**config.mk**
```make
export PLATFORM = sky130hd
export DESIGN_NAME = sensor_readout_gen
export DESIGN_NICKNAME = d
export VERILOG_FILES = /design/src/rtl/sensor_readout_pkg.sv /design/src/rtl/sensor_cfg_latch.sv /design/src/rtl/sensor_scan_counter.sv /design/src/rtl/sensor_pixel_gen.sv /design/src/rtl/sensor_readout_gen.sv
export SDC_FILE = /design/constraint.sdc
export NUM_CORES = 1
export LEC_CHECK = 0
export BUFFER_PORTS_ARGS = -buffer_cell sky130_fd_sc_hd__buf_2
export CORE_MARGIN = 1
export CORE_UTILIZATION = 34
export DETAILED_ROUTE_END_ITERATION = 7
export PLACE_DENSITY_LB_ADDON = 0.12
export RECOVER_POWER = 50
export REMOVE_ABC_BUFFERS = 1
export SLEW_MARGIN = 40
export SYNTH_ARGS = -nofsm -noshare
export SYNTH_HDL_FRONTEND = slang
export SYNTH_SLANG_ARGS = --single-unit
export TNS_END_PERCENT = 100
```
**constraint.sdc**
```tcl
create_clock -name clk -period 4.84 [get_ports clk]
set_input_delay 0 -clock clk [delete_from_list [all_inputs] [get_ports clk]]
set_output_delay 0 -clock clk [all_outputs]
set_load 0.01 [all_outputs]
```
**src/rtl/sensor_readout_pkg.sv**
```systemverilog
package sensor_readout_pkg;

    // Internal coordinates and counts share one generous width.
    localparam int CW = 16;
    typedef logic [CW-1:0] coord_t;

    typedef enum logic [0:0] {
        PH_ACTIVE = 1'b0,
        PH_VBLANK = 1'b1
    } scan_phase_e;

    // Captured frame settings, already resolved for the selected mode.
    typedef struct packed {
        coord_t line_px;   // pixels per line
        coord_t lines;     // lines per frame
        coord_t col_base;  // array column of first pixel
        coord_t row_base;  // array row of first line
        coord_t hgap;      // horizontal gap, at least 1
        coord_t vgap;      // vertical gap in line periods
    } frame_cfg_t;

    // Scan position inside the frame / blanking sequence.
    typedef struct packed {
        scan_phase_e phase;
        coord_t      h;    // clock within the line period
        coord_t      r;    // line within the frame
        coord_t      vb;   // line period within the vertical gap
    } scan_pos_t;

    // Per-clock request handed to the pixel stage.
    typedef struct packed {
        logic   fv;
        logic   lv;
        coord_t row;
        coord_t col;
    } pix_req_t;

    function automatic coord_t at_least_one(coord_t v);
        return (v == '0) ? coord_t'(1) : v;
    endfunction

    // Pattern word for one array coordinate; border cells give the pedestal.
    function automatic coord_t pixel_code(
        coord_t row, coord_t col,
        coord_t cols, coord_t rows,
        coord_t bl, coord_t bt, coord_t br, coord_t bb,
        coord_t weight, coord_t pedestal);
        logic border;
        border = (col < bl) || (col >= cols - br) ||
                 (row < bt) || (row >= rows - bb);
        return border ? pedestal : (row * weight + col);
    endfunction

endpackage

```
**src/rtl/sensor_cfg_latch.sv**
```systemverilog
module sensor_cfg_latch
    import sensor_readout_pkg::*;
#(
    parameter int ARRAY_COLS = 1312,
    parameter int ARRAY_ROWS = 1048,
    parameter int COL_W      = 11,
    parameter int ROW_W      = 11,
    parameter int HB_W       = 12,
    parameter int VB_W       = 12
) (
    input  logic             clk,
    input  logic             rst,
    input  logic             load,
    input  logic             raw_mode,
    input  logic [COL_W-1:0] win_cols,
    input  logic [ROW_W-1:0] win_rows,
    input  logic [COL_W-1:0] col_start,
    input  logic [ROW_W-1:0] row_start,
    input  logic [HB_W-1:0]  hblank,
    input  logic [VB_W-1:0]  vblank,
    output frame_cfg_t       cfg,
    output coord_t           next_line_px
);

    frame_cfg_t cfg_next;

    always_comb begin
        cfg_next.hgap = at_least_one(coord_t'(hblank));
        cfg_next.vgap = coord_t'(vblank);
        if (raw_mode) begin
            cfg_next.line_px  = coord_t'(ARRAY_COLS);
            cfg_next.lines    = coord_t'(ARRAY_ROWS);
            cfg_next.col_base = '0;
            cfg_next.row_base = '0;
        end else begin
            cfg_next.line_px  = at_least_one(coord_t'(win_cols));
            cfg_next.lines    = at_least_one(coord_t'(win_rows));
            cfg_next.col_base = coord_t'(col_start);
            cfg_next.row_base = coord_t'(row_start);
        end
    end

    assign next_line_px = cfg_next.line_px;

    // Capture during reset and at the edge presenting a frame's last pixel.
    always_ff @(posedge clk) begin
        if (rst || load) begin
            cfg <= cfg_next;
        end
    end

endmodule

```
**src/rtl/sensor_scan_counter.sv**
```systemverilog
module sensor_scan_counter
    import sensor_readout_pkg::*;
(
    input  logic       clk,
    input  logic       rst,
    input  frame_cfg_t cfg,
    input  coord_t     next_line_px,
    output logic       frame_end,
    output pix_req_t   req
);

    scan_pos_t pos;
    logic      last_px;
    logic      line_end;

    assign last_px   = (pos.phase == PH_ACTIVE) && (pos.h == cfg.line_px - 16'd1);
    assign line_end  = (pos.h == cfg.line_px + cfg.hgap - 16'd1);
    assign frame_end = last_px && (pos.r == cfg.lines - 16'd1);

    always_ff @(posedge clk) begin
        if (rst) begin
            pos.phase <= PH_ACTIVE;
            pos.h     <= '0;
            pos.r     <= '0;
            pos.vb    <= '0;
        end else begin
            case (pos.phase)
                PH_ACTIVE: begin
                    if (frame_end) begin
                        // Enter the gap at the trailing horizontal blank of the
                        // newly captured line length, so the gap totals
                        // hgap + vgap line periods without a multiplier.
                        pos.phase <= PH_VBLANK;
                        pos.h     <= next_line_px;
                        pos.r     <= '0;
                        pos.vb    <= '0;
                    end else if (line_end) begin
                        pos.h <= '0;
                        pos.r <= pos.r + 16'd1;
                    end else begin
                        pos.h <= pos.h + 16'd1;
                    end
                end
                default: begin
                    if (line_end) begin
                        pos.h <= '0;
                        if (pos.vb == cfg.vgap) begin
                            pos.phase <= PH_ACTIVE;
                            pos.r     <= '0;
                            pos.vb    <= '0;
                        end else begin
                            pos.vb <= pos.vb + 16'd1;
                        end
                    end else begin
                        pos.h <= pos.h + 16'd1;
                    end
                end
            endcase
        end
    end

    always_comb begin
        req.fv  = (pos.phase == PH_ACTIVE);
        req.lv  = req.fv && (pos.h < cfg.line_px);
        req.row = cfg.row_base + pos.r;
        req.col = cfg.col_base + pos.h;
    end

    // the clock counter never leaves the current line period.
    a_r5_h_in_period: assert property (@(posedge clk) disable iff (rst)
        pos.h < cfg.line_px + cfg.hgap);

    // settings hold steady across a frame in progress.
    a_r8_cfg_hold: assert property (@(posedge clk) disable iff (rst)
        (!$past(rst) && pos.phase == PH_ACTIVE && $past(pos.phase == PH_ACTIVE))
        |-> $stable(cfg));

endmodule

```
**src/rtl/sensor_pixel_gen.sv**
```systemverilog
module sensor_pixel_gen
    import sensor_readout_pkg::*;
#(
    parameter int ARRAY_COLS   = 1312,
    parameter int ARRAY_ROWS   = 1048,
    parameter int BLACK_LEFT   = 16,
    parameter int BLACK_TOP    = 8,
    parameter int BLACK_RIGHT  = 7,
    parameter int BLACK_BOTTOM = 7,
    parameter int ROW_WEIGHT   = 7,
    parameter int PEDESTAL     = 42,
    parameter int DATA_W       = 10
) (
    input  logic              clk,
    input  logic              rst,
    input  pix_req_t          req,
    output logic              fval,
    output logic              lval,
    output logic [DATA_W-1:0] data
);

    coord_t code;

    assign code = pixel_code(req.row, req.col,
                             coord_t'(ARRAY_COLS), coord_t'(ARRAY_ROWS),
                             coord_t'(BLACK_LEFT), coord_t'(BLACK_TOP),
                             coord_t'(BLACK_RIGHT), coord_t'(BLACK_BOTTOM),
                             coord_t'(ROW_WEIGHT), coord_t'(PEDESTAL));

    always_ff @(posedge clk) begin
        if (rst) begin
            fval <= 1'b0;
            lval <= 1'b0;
            data <= '0;
        end else begin
            fval <= req.fv;
            lval <= req.lv;
            data <= req.lv ? DATA_W'(code) : '0;
        end
    end

endmodule

```
**src/rtl/sensor_readout_gen.sv**
```systemverilog
module sensor_readout_gen
    import sensor_readout_pkg::*;
#(
    parameter int ARRAY_COLS   = 1312,
    parameter int ARRAY_ROWS   = 1048,
    parameter int BLACK_LEFT   = 16,
    parameter int BLACK_TOP    = 8,
    parameter int BLACK_RIGHT  = 7,
    parameter int BLACK_BOTTOM = 7,
    parameter int ROW_WEIGHT   = 7,
    parameter int PEDESTAL     = 42,
    parameter int DATA_W       = 10,
    parameter int HB_W         = 12,
    parameter int VB_W         = 12,
    localparam int COL_W       = $clog2(ARRAY_COLS + 1),
    localparam int ROW_W       = $clog2(ARRAY_ROWS + 1)
) (
    input  logic              clk,
    input  logic              rst,
    input  logic              raw_mode,
    input  logic [COL_W-1:0]  win_cols,
    input  logic [ROW_W-1:0]  win_rows,
    input  logic [COL_W-1:0]  col_start,
    input  logic [ROW_W-1:0]  row_start,
    input  logic [HB_W-1:0]   hblank,
    input  logic [VB_W-1:0]   vblank,
    output logic              pix_clk,
    output logic              frame_valid,
    output logic              line_valid,
    output logic [DATA_W-1:0] pix_data
);

    frame_cfg_t cfg;
    coord_t     next_line_px;
    logic       frame_end;
    pix_req_t   req;

    sensor_cfg_latch #(
        .ARRAY_COLS(ARRAY_COLS), .ARRAY_ROWS(ARRAY_ROWS),
        .COL_W(COL_W), .ROW_W(ROW_W), .HB_W(HB_W), .VB_W(VB_W)
    ) u_cfg (
        .clk(clk), .rst(rst), .load(frame_end), .raw_mode(raw_mode),
        .win_cols(win_cols), .win_rows(win_rows),
        .col_start(col_start), .row_start(row_start),
        .hblank(hblank), .vblank(vblank),
        .cfg(cfg), .next_line_px(next_line_px)
    );

    sensor_scan_counter u_scan (
        .clk(clk), .rst(rst), .cfg(cfg), .next_line_px(next_line_px),
        .frame_end(frame_end), .req(req)
    );

    sensor_pixel_gen #(
        .ARRAY_COLS(ARRAY_COLS), .ARRAY_ROWS(ARRAY_ROWS),
        .BLACK_LEFT(BLACK_LEFT), .BLACK_TOP(BLACK_TOP),
        .BLACK_RIGHT(BLACK_RIGHT), .BLACK_BOTTOM(BLACK_BOTTOM),
        .ROW_WEIGHT(ROW_WEIGHT), .PEDESTAL(PEDESTAL), .DATA_W(DATA_W)
    ) u_pix (
        .clk(clk), .rst(rst), .req(req),
        .fval(frame_valid), .lval(line_valid), .data(pix_data)
    );

    // pixel clock runs in phase with the master clock.
    assign pix_clk = clk;

    // a line never shows outside a frame.
    a_r2_line_in_frame: assert property (@(posedge clk) disable iff (rst)
        line_valid |-> frame_valid);

    // every frame opens with a pixel.
    a_r2_frame_opens_with_pixel: assert property (@(posedge clk) disable iff (rst)
        $rose(frame_valid) |-> line_valid);

    // blank clocks carry a zero word.
    a_r4_blank_zero: assert property (@(posedge clk) disable iff (rst)
        !line_valid |-> (pix_data == '0));

    // outputs idle while reset is held.
    a_r1_reset_idle: assert property (@(posedge clk)
        $past(rst) |-> (!frame_valid && !line_valid));

endmodule

```
==> metrics.cfg <==
[run_status]
status = finished with violations
violations = max-capacitance violations, max-slew violations

[final_layout]
drive_gt1_share_pct = 11.53
antenna_cells = 0
layout.nets = 1474
n_fill_cell = 2929
area_delta_synth_final_pct = 23.16
multi_input_area_mm2 = 0.006235
final_cells = 1702
regArea_mm2 = 0.003263

[pwr]
p_per_area_mw_per_mm2 = 307.5
ir_drop_uv = 302.5
power_mw = 3.844
p_leak_nw = 5.141

[synthesis]
syn-mean-instance-area_um2 = 8.850
yosysSeqAreaShare_pct = 32.15
synth_top_area_cell = edfxtp_1
synth_ff_type = edfxtp_1
ys_async_sr_fraction_pct = 0
synthDistinctLibCells = 79
synth.area.top_cells = edfxtp_1 (20%), dfxtp_1 (12%), ha_1 (9.9%), inv_1 (4.7%), xnor2_1 (3.9%)
yosys_warnings = 0
netlist_area_mm2 = 0.01015
synth.top_cell.area_share_pct = 20.12
synth-edff-count = 68
ys_seq_elements = 129
synthCells = 1147

[die]
initial_core_util_pct = 34.99
die_h_um = 174.8
dieArea_mm2 = 0.03055
rows = 62
dieWidth_um = 174.8
ioPinCount = 84
coreArea_mm2 = 0.02901

[worst_setup_path]
crit_type = flop to flop
setup.worst_path.start = u_cfg.cfg[33]$_SDFFCE_PP0P_
worst-path-max-fanout = 3
r2r_slack_ns = 0.25
crit_slowest_cell = fa_1
cp-start-kind = flop
reg2reg_to = u_pix.data[9]$_SDFF_PP0_
r2r_start = u_cfg.cfg[33]$_SDFFCE_PP0P_
crit_path_frequent_cell = inv_1
path_cells = ha_1 > a21o_1 > a21oi_1 > xor2_1 > inv_1 > fa_1 > inv_1 > fa_1 > inv_1 > ha_1 > a21o_1 > a21oi_2 > o21ai_1 > o41ai_2 > xor2_1 > xnor2_1 > xnor3_1 > nor4_2
end_kind = flop
critical_path.max_stage_delay_ns = 0.54
reg2reg_depth = 18
cp_num_buf_inv = 3
cp_top_family = adder cells
arrival_ns = 5.03
required_ns = 5.28

[worst_hold_path]
min_path_type = input pin to flop
min_to = u_cfg.cfg[84]$_DFFE_PP_
min_from = raw_mode
holdPathStages = 2

[sta]
hold_viol = 0
tns_ns = 0
setup_viol = 0
relSlewSlack_pct = -0.5192
slew_viol_final = 17
fin_skew_ns = 0.02953
whs_ns = 0.006568
min_period_ns = 4.587
finalCritPeriodShare_pct = 94.76
max_freq_mhz = 218.0
tightest_slew_ns = 1.501

[drt]
routed_wl_mm = 28.52
drc = 0
via_per_inst = 5.196
drt_iter0_markers = 504
firstDrtPassIters = 5
drtAntennaViolNets = 0
vias = 8844
routedWlPerCell_um = 16.76

[grt]
grt_overflow = 0
grt_max_degree = 51
grt_pass1_vias = 8750
antenna_found_initial = 0
grt_usage_pct = 19.06
grt_pass1_wl_mm = 45.65

[placement]
port_buffers = 83
post-place-cells = 1589
routabilityCongestion = 0.8148
dp_hpwl_mm = 21.33

[cts]
cts_tree = built
clk_latency_ns = 0.55
clkSlewWorstSetupHoldPaths_ns = 0.07

[flow_run]
cap_violations = 1

worst register-to-register path: cells and delay by family (launching register included):
family	cells	cell delay, ns
AO/OA/AOI/OAI	6	1.18
adder cells (fa/ha/maj)	4	1.70
buffers and inverters	3	0.20
XOR/XNOR	4	0.79
flip-flops	1	0.42
AND/OR/NAND/NOR	1	0.20
per-stage QoR:
stage,cell area [µm²],worst slack (ns),utilization (%)
floorplan,9922,0.2359,-
global placement,11060,0.07137,38.13
detailed placement,11070,0.01269,38.15
CTS,12510,0.1066,43.12
global route,12500,-0.02135,43.09
finish,12500,0.2535,43.09
per-layer routing:
layer	vias up	routed length, µm	GRT usage [%]
li1	4458	-	-
met1	4187	13640	25.48
met2	178	13760	32.28
met3	21	776	2.459
met4	0	346	4.964
met5	-	0	0
worst max-delay path by stage:
stage               cells after the start  slack (ns)                        to
floorplan                              17        0.24  u_pix.data[9]$_SDFF_PP0_
global placement                       17        0.07  u_pix.data[9]$_SDFF_PP0_
detailed placement                     17        0.01  u_pix.data[9]$_SDFF_PP0_
CTS                                    18        0.11  u_pix.data[9]$_SDFF_PP0_
global route                           18       -0.02  u_pix.data[9]$_SDFF_PP0_
finish                                 18        0.25  u_pix.data[9]$_SDFF_PP0_
cell usage after synthesis, types with 7 or more instances:
| master | n |
|---|---|
| clkbuf_1 | 46 |
| dfxtp_1 | 61 |
| nor3_1 | 24 |
| o21ai_0 | 33 |
| nand3b_1 | 9 |
| o32ai_1 | 11 |
| mux2i_1 | 7 |
| nand2b_1 | 15 |
| a22oi_1 | 13 |
| nor2b_1 | 42 |
| a211oi_1 | 11 |
| fa_1 | 18 |
| o211ai_1 | 8 |
| or3_1 | 7 |
| nor4_1 | 27 |
| inv_1 | 127 |
| xnor2_1 | 45 |
| o22ai_1 | 11 |
| o211a_1 | 8 |
| and3_1 | 25 |
| edfxtp_1 | 68 |
| a21o_1 | 15 |
| xor2_1 | 42 |
| nand3_1 | 50 |
| nor2_1 | 63 |
| nand4_1 | 19 |
| nand2_1 | 54 |
| a31oi_1 | 14 |
| or2_2 | 11 |
| a21oi_1 | 60 |
| ha_1 | 80 |
| o21a_1 | 8 |
| nor3b_1 | 9 |
cell families after synthesis:
kind of cell    share of synthesized area (%)
simple gates                            21.68
compound gates                          16.79
buf+inv                                 6.952
flops                                   32.15
fa+ha+maj                               13.41
xor+xnor                                8.110
mux                                    0.9121
power by group:
group          leakage [nW]  internal, mW  total, mW  switching, mW
clock                 0.331         0.883       1.47          0.589
combinational          3.66         0.486       1.10          0.614
sequential             1.16          1.23       1.27         0.0443
layout make-up:
cell class,count,share of cell area (%)
Tap cell,384,3.843
Multi-Input combinational cell,835,49.87
Inverter,127,3.813
Timing Repair Buffer,191,10.95
Clock buffer,21,4.033
Sequential cell,129,26.10
Clock inverter,15,1.391
cells in the final DEF, fill, tap and decap left out, types with 41 or more instances in the layout:
cell type / instances
inv_1: 126
ha_1: 80
dlygate4sd3_1: 76
edfxtp_1: 68
nor2_1: 63
dfxtp_1: 61
a21oi_1: 58
nand2_1: 54
nand3_1: 50
xnor2_1: 44
nor2b_1: 42
buf_2: 42
xor2_1: 41
what timing repair did:
item	CTS	global route
buffers inserted	0	1
resized for setup	1	11
pin swaps	0	3
hold buffers	76	0
endpoints found under the hold margin	81	0
setup endpoints to repair	1	1
sequential cells by signal, indices dropped and copies added (netlist names):
register,count
u_cfg.cfg,68
u_scan.pos,49
u_pix.data,10
u_pix.fval,1
u_pix.lval,1
Note: power is estimated with default switching activity, not from simulation.
